$ cat src/rtl/bcq_pkg.sv
package bcq_pkg;
  typedef enum logic {ST_IDLE, ST_HOLD} qstate_e;
  typedef enum logic {EV_START, EV_STOP} ev_e;
endpackage

$ cat src/rtl/bcq_sync.sv
module bcq_sync #(
  parameter int           W       = 2,
  parameter logic [W-1:0] RST_VAL = '1
) (
  input  logic         clk_i,
  input  logic         rst_ni,
  input  logic [W-1:0] d_i,
  output logic [W-1:0] q_o
);
  for (genvar i = 0; i < W; i++) begin : g_bit
    logic meta_q, sync_q;
    always_ff @(posedge clk_i or negedge rst_ni) begin
      if (!rst_ni) begin
        meta_q <= RST_VAL[i];
        sync_q <= RST_VAL[i];
      end else begin
        meta_q <= d_i[i];
        sync_q <= meta_q;
      end
    end
    assign q_o[i] = sync_q;
  end
endmodule

$ cat src/rtl/bcq_sat_cnt.sv
module bcq_sat_cnt #(
  parameter int W = 8
) (
  input  logic         clk_i,
  input  logic         rst_ni,
  input  logic         clr_i,
  input  logic         inc_i,
  output logic [W-1:0] cnt_o
);
  localparam logic [W-1:0] MAX = {W{1'b1}};
  logic [W-1:0] cnt_q;

  always_ff @(posedge clk_i or negedge rst_ni) begin
    if (!rst_ni)                   cnt_q <= '0;
    else if (clr_i)                cnt_q <= '0;
    else if (inc_i && cnt_q != MAX) cnt_q <= cnt_q + 1'b1;
  end
  assign cnt_o = cnt_q;

  AST_NO_OVERFLOW: assert property (@(posedge clk_i) disable iff (!rst_ni)
    (cnt_q == MAX && inc_i && !clr_i) |=> (cnt_o == MAX));
endmodule

$ cat src/rtl/bcq_qualifier.sv
module bcq_qualifier
  import bcq_pkg::*;
#(
  parameter int CNT_W = 8
) (
  input  logic             clk_i,
  input  logic             rst_ni,
  input  logic             scl_s_i,
  input  logic             sda_s_i,
  input  logic [CNT_W-1:0] rel_min_i,
  input  logic [CNT_W-1:0] su_min_i,
  input  logic [CNT_W-1:0] hd_min_i,
  input  logic             master_i,
  input  logic             irq_clr_i,
  output logic             start_o,
  output logic             stop_o,
  output logic             busy_o,
  output logic             irq_o
);
  qstate_e state_q, state_n;
  ev_e     ev_q, ev_n;
  logic    sda_d_q, sda_edge;
  logic    hold_inc, emit_start, emit_stop;
  logic    start_q, stop_q, busy_q, irq_q;
  logic [CNT_W-1:0] hi_cnt, hd_cnt;

  assign sda_edge = sda_d_q ^ sda_s_i;

  // time SCL has been high (release / setup measure)
  bcq_sat_cnt #(.W(CNT_W)) u_rel_cnt (
    .clk_i (clk_i), .rst_ni (rst_ni),
    .clr_i (!scl_s_i), .inc_i (scl_s_i),
    .cnt_o (hi_cnt)
  );

  // hold measure, counts the edge cycle
  bcq_sat_cnt #(.W(CNT_W)) u_hold_cnt (
    .clk_i (clk_i), .rst_ni (rst_ni),
    .clr_i (!hold_inc), .inc_i (hold_inc),
    .cnt_o (hd_cnt)
  );

  always_comb begin
    state_n    = state_q;
    ev_n       = ev_q;
    hold_inc   = 1'b0;
    emit_start = 1'b0;
    emit_stop  = 1'b0;
    unique case (state_q)
      ST_IDLE: begin
        if (scl_s_i && sda_edge && hi_cnt > su_min_i) begin
          state_n  = ST_HOLD;
          ev_n     = sda_s_i ? EV_STOP : EV_START;
          hold_inc = 1'b1;
        end
      end
      ST_HOLD: begin
        if (!scl_s_i || sda_edge) begin
          state_n = ST_IDLE;
        end else if (hd_cnt >= hd_min_i && hi_cnt > rel_min_i) begin
          state_n    = ST_IDLE;
          emit_start = (ev_q == EV_START);
          emit_stop  = (ev_q == EV_STOP);
        end else begin
          hold_inc = 1'b1;
        end
      end
      default: state_n = ST_IDLE;
    endcase
  end

  always_ff @(posedge clk_i or negedge rst_ni) begin
    if (!rst_ni) begin
      state_q <= ST_IDLE;
      ev_q    <= EV_START;
      sda_d_q <= 1'b1;
      start_q <= 1'b0;
      stop_q  <= 1'b0;
      busy_q  <= 1'b0;
      irq_q   <= 1'b0;
    end else begin
      state_q <= state_n;
      ev_q    <= ev_n;
      sda_d_q <= sda_s_i;
      start_q <= emit_start;
      stop_q  <= emit_stop;
      if (emit_start)     busy_q <= 1'b1;
      else if (emit_stop) busy_q <= 1'b0;
      if (emit_stop && !master_i) irq_q <= 1'b1;
      else if (irq_clr_i)         irq_q <= 1'b0;
    end
  end

  assign start_o = start_q;
  assign stop_o  = stop_q;
  assign busy_o  = busy_q;
  assign irq_o   = irq_q;

  AST_START_BUSY: assert property (@(posedge clk_i) disable iff (!rst_ni)
    start_o |-> busy_o);
  AST_STOP_FREE: assert property (@(posedge clk_i) disable iff (!rst_ni)
    stop_o |-> !busy_o);
  AST_PULSE_ONE: assert property (@(posedge clk_i) disable iff (!rst_ni)
    (start_o || stop_o) |=> !(start_o || stop_o));
  AST_SCL_HELD: assert property (@(posedge clk_i) disable iff (!rst_ni)
    (start_o || stop_o) |-> $past(scl_s_i));
  AST_IRQ_STICKY: assert property (@(posedge clk_i) disable iff (!rst_ni)
    (irq_o && !irq_clr_i) |=> irq_o);
  AST_IRQ_SLAVE: assert property (@(posedge clk_i) disable iff (!rst_ni)
    $rose(irq_o) |-> (stop_o && !$past(master_i)));
endmodule

$ cat src/rtl/bus_cond_qualifier.sv
module bus_cond_qualifier #(
  parameter int CNT_W   = 8,
  parameter int STD_REL = 26,
  parameter int STD_SU  = 13,
  parameter int STD_HD  = 13,
  parameter int FST_REL = 4,
  parameter int FST_SU  = 2,
  parameter int FST_HD  = 2
) (
  input  logic clk_i,
  input  logic rst_ni,
  input  logic scl_i,
  input  logic sda_i,
  input  logic fast_mode_i,
  input  logic master_i,
  input  logic irq_clr_i,
  output logic start_o,
  output logic stop_o,
  output logic busy_o,
  output logic irq_o
);
  localparam logic [CNT_W-1:0] L_STD_REL = CNT_W'(STD_REL);
  localparam logic [CNT_W-1:0] L_STD_SU  = CNT_W'(STD_SU);
  localparam logic [CNT_W-1:0] L_STD_HD  = CNT_W'(STD_HD);
  localparam logic [CNT_W-1:0] L_FST_REL = CNT_W'(FST_REL);
  localparam logic [CNT_W-1:0] L_FST_SU  = CNT_W'(FST_SU);
  localparam logic [CNT_W-1:0] L_FST_HD  = CNT_W'(FST_HD);

  logic [1:0]       bus_s;
  logic [CNT_W-1:0] rel_min, su_min, hd_min;

  bcq_sync #(.W(2), .RST_VAL(2'b11)) u_sync (
    .clk_i (clk_i), .rst_ni (rst_ni),
    .d_i   ({scl_i, sda_i}),
    .q_o   (bus_s)
  );

  assign rel_min = fast_mode_i ? L_FST_REL : L_STD_REL;
  assign su_min  = fast_mode_i ? L_FST_SU  : L_STD_SU;
  assign hd_min  = fast_mode_i ? L_FST_HD  : L_STD_HD;

  bcq_qualifier #(.CNT_W(CNT_W)) u_qual (
    .clk_i     (clk_i),
    .rst_ni    (rst_ni),
    .scl_s_i   (bus_s[1]),
    .sda_s_i   (bus_s[0]),
    .rel_min_i (rel_min),
    .su_min_i  (su_min),
    .hd_min_i  (hd_min),
    .master_i  (master_i),
    .irq_clr_i (irq_clr_i),
    .start_o   (start_o),
    .stop_o    (stop_o),
    .busy_o    (busy_o),
    .irq_o     (irq_o)
  );
endmodule

$ cat config.mk
export PLATFORM = sky130hd
export DESIGN_NAME = bus_cond_qualifier
export DESIGN_NICKNAME = d
export VERILOG_FILES = /design/src/rtl/bcq_pkg.sv /design/src/rtl/bcq_sync.sv /design/src/rtl/bcq_sat_cnt.sv /design/src/rtl/bcq_qualifier.sv /design/src/rtl/bus_cond_qualifier.sv
export SDC_FILE = /design/constraint.sdc
export NUM_CORES = 1
export LEC_CHECK = 0
export BUFFER_PORTS_ARGS = -buffer_cell sky130_fd_sc_hd__clkbuf_2
export CORE_MARGIN = 3
export CORE_UTILIZATION = 41
export DETAILED_ROUTE_END_ITERATION = 16
export PLACE_DENSITY = 0.68
export SYNTH_ARGS = -nofsm -noshare
export SYNTH_HDL_FRONTEND = slang
export SYNTH_SLANG_ARGS = --single-unit
$ cat constraint.sdc
create_clock -name clk_i -period 2.15 [get_ports clk_i]
set_input_delay 0.43 -clock clk_i [delete_from_list [all_inputs] [get_ports clk_i]]
set_output_delay 0.43 -clock clk_i [all_outputs]
set_load 0.02 [all_outputs]
==> reports/qor.txt <==
Most common cell in the netlist: dfrtp_1
Sequential fraction of the synthesis area: 0.468
XOR/XNOR Fraction of Synth Area: 0.0241
Min Tclk post-route: 2.13 ns
Final instance area: 1760 µm²
Clock transition at path regs: 0.15 ns
DR iter-0 viols: 56
Mux contribution to synthesized area: 0.0309
Kind of critical path: reg -> reg
Syn Inst Count: 142
Clock sink count: 27
Core Box Area: 3390 µm²
Number of remaining DRC errors: 0
VDD IR max: 0.310 mV
Synth top cells by count: dfrtp_1 (22), nor2_1 (17), ha_1 (13), nand2_1 (13), o21ai_0 (11)
Initial antenna violation count: 0
Worst reg2reg setup slack: 0.02 ns
Ys flop type: dfrtp_1
Max Freq: 469 MHz
Die Height: 65.6 µm
Gr ovfl total: 0
Syn_nets: 162
Final GP Congestion: 0.857
Post-synth EDFFs: 0
Full die area: 4300 µm²
Critical path required time: 2.38 ns
Synth Area in Simple Gates: 0.196
CP Capture Type: register
H-tree depth: 1
Worst Tran Pin Value: 0.657 ns
CTS tree: yes
Int Power: 0.659 mW
Final Max Tran Viols: 0
Synth warn: 0
Yosys top cell area share: 0.378
DP HPWL: 2.14 mm
Sw Share: 0.264
Number of synthesized register bits: 27
IO Count: 11
Initial Util: 0.430
Total CTS buffers: 3
Synth area leaders: dfrtp_1 (38%), ha_1 (11%), dfstp_2 (9.0%)
Max Cap Violations: 0
DR vias/cell: 5.31
Post-synthesis async set-or-reset flop share: 1.00
Largest delay share family, worst path: compound AO/OA/AOI/OAI gates
Per-cell routed wire length: 13.9 µm
Final core utilization: 0.520
Routed wire length: 3.00 mm
Layout Skew: 0.00912 ns
TritonRoute pass-1 iters: 4
Clock root buffer: clkbuf_4
RSZ-0062 raised after global routing: yes
First-pass GRT wire length: 4.97 mm
R2R cell count: 7
Die Wd: 65.6 µm
PortBufs: 10
Placed Area: 1660 µm²
Mapped Area: 1460 µm²
Largest family of logic cells by synthesized area: simple AND/OR/NAND/NOR gates
Final setup viols: 0
N_diodes: 0
Clk network pwr share: 0.247
WP data arrival: 2.36 ns
Area added between synthesis and finish: 21.1%
Post-Synth Adder-Cell Area: 0.112
Reg2Reg Capture Point: u_qual.busy_o$_DFFE_PN0P_
Distinct cells, synth: 36
Power Density: 507 nW/µm²
Crit path launch type: register
Largest net degree at the start of global routing: 28
Syn_area_per_cell: 10.3 µm²
Slew HR: 0.562
Leak pwr: 0.830 nW
Gate power share: 0.142
Nets: 191
Final Hold Fails: 0
Post-placement cell count: 210
Crit-path slowest cell: dfrtp_2
Post-route insts no fill: 216
Cells along the critical path: ha_4 > buf_6 > nand2_2 > o32a_1 > a2111oi_4 > a211o_2 > mux2_4
Period utilization: 0.991
Layout cells sized above 1: 0.276
Synth area leader: dfrtp_1
Row Count: 21
WP buf/inv: 1
Seq pwr share: 0.610
Vias in the first global route: 1104
Final ANT Viol Nets: 0
Worst min-delay path class: in -> async
Post-CTS Hold Fix Bufs: 0
Clock buffer depth: 2
Total GRT Usage: 0.147
Status: finished, final reports clean
Worst skew pair latency: 0.33 ns
Reg2reg start: u_qual.u_rel_cnt.cnt_o[3]$_DFFE_PN0P_
Vias: 1146
Critical Path Max Stage Delay: 0.47 ns
Critical-path maximum fanout: 4
Switching Power: 0.236 mW
Post-synthesis compound-gate area fraction: 0.146
-- routing by layer --
metal,global-route usage,share of wire,vias to the layer above
met1,0.206,0.48,548
met5,0,0,-
li1,-,-,577
met2,0.235,0.48,19
met3,0.0171,0.032,2
met4,0.0544,0.0047,0
-- cell usage in the layout (no fill, tap or decap), drive strengths merged, types with 3 or more instances in the layout --
cell    instances
ha             13
a31oi           3
mux2i           3
inv             8
clkbuf         13
dfrtp          22
nor2           17
dfstp           5
nand3          10
o21ai          11
nand2          13
buf            14
and3            6
-- power by group through the flow --
| stage | registers, mW | clock network (mW) | logic, mW |
|---|---|---|---|
| after global placement | 0.554 | 0 | 0.111 |
| after detailed placement | 0.555 | 0 | 0.116 |
| after global routing | 0.549 | 0.252 | 0.144 |
| after floorplan | 0.554 | 0 | 0.0639 |
| after CTS | 0.546 | 0.234 | 0.118 |
| final | 0.546 | 0.221 | 0.127 |
-- how the worst max path moves through the flow --
stage | start | to | depth (start not counted)
2_1_floorplan | fast_mode_i | u_qual.busy_o$_DFFE_PN0P_ | 7
3_3_place_gp | fast_mode_i | u_qual.u_hold_cnt.cnt_o[6]$_DFFE_PN0P_ | 8
3_5_place_dp | fast_mode_i | u_qual.u_hold_cnt.cnt_o[1]$_DFFE_PN0P_ | 9
4_1_cts | u_qual.u_rel_cnt.cnt_o[3]$_DFFE_PN0P_ | u_qual.busy_o$_DFFE_PN0P_ | 7
5_1_grt | u_qual.u_rel_cnt.cnt_o[3]$_DFFE_PN0P_ | u_qual.irq_o$_DFFE_PN0P_ | 9
6_report | u_qual.u_rel_cnt.cnt_o[3]$_DFFE_PN0P_ | u_qual.busy_o$_DFFE_PN0P_ | 7
-- registers in the layout (all words and copies together), names as in the netlist --
signal,count
u_qual.busy_o,1
u_qual.u_hold_cnt.cnt_o,8
u_qual.irq_o,1
u_qual.u_rel_cnt.cnt_o,8
u_qual.ev_q,1
u_qual.state_q,1
u_qual.sda_d_q,1
u_sync.g_bit.sync_q,2
u_qual.start_o,1
u_qual.stop_o,1
u_sync.g_bit.meta_q,2
-- logic make-up after synthesis --
group / Yosys count
adders and majority gates: 13
DFF: 27
muxes: 4
AOI/OAI and AO/OA: 27
and+or+nand+nor: 58
buffers and inverters: 9
xor gates and xnor gates: 4
-- stage by stage --
| stage | power [mW] | TNS (ns) | setup WS (ns) | hold WS [ns] |
|---|---|---|---|---|
| after global routing | 0.946 | -0.174 | -0.0619 | 0.137 |
| after global placement | 0.664 | -1.41 | -0.150 | 0.346 |
| after detailed placement | 0.671 | -2.06 | -0.193 | 0.349 |
| final | 0.895 | 0 | 0.0186 | 0.105 |
| after CTS | 0.898 | 0 | 0.00549 | 0.121 |
| after floorplan | 0.618 | 0 | 0.00665 | 0.134 |
-- cell type report --
class                   instances  area [µm²]
multi-input cells             107         803
clock inverters                 1        7.51
flip-flops and latches         27         684
clock buffers                   3        22.5
inverters                       8        30.0
fillers                       291        1630
well taps                      46        57.6
repair buffers                 24         159
-- what timing repair did --
item                                    4_1_cts  5_1_grt
endpoints found under the hold margin         0        0
buffers inserted                              0        1
endpoints found under the setup margin       11       12
cloned                                        0        1
pin swaps                                     1        6
gates resized for setup                       2        7
No activity file was read; power rests on OpenSTA's default activity.
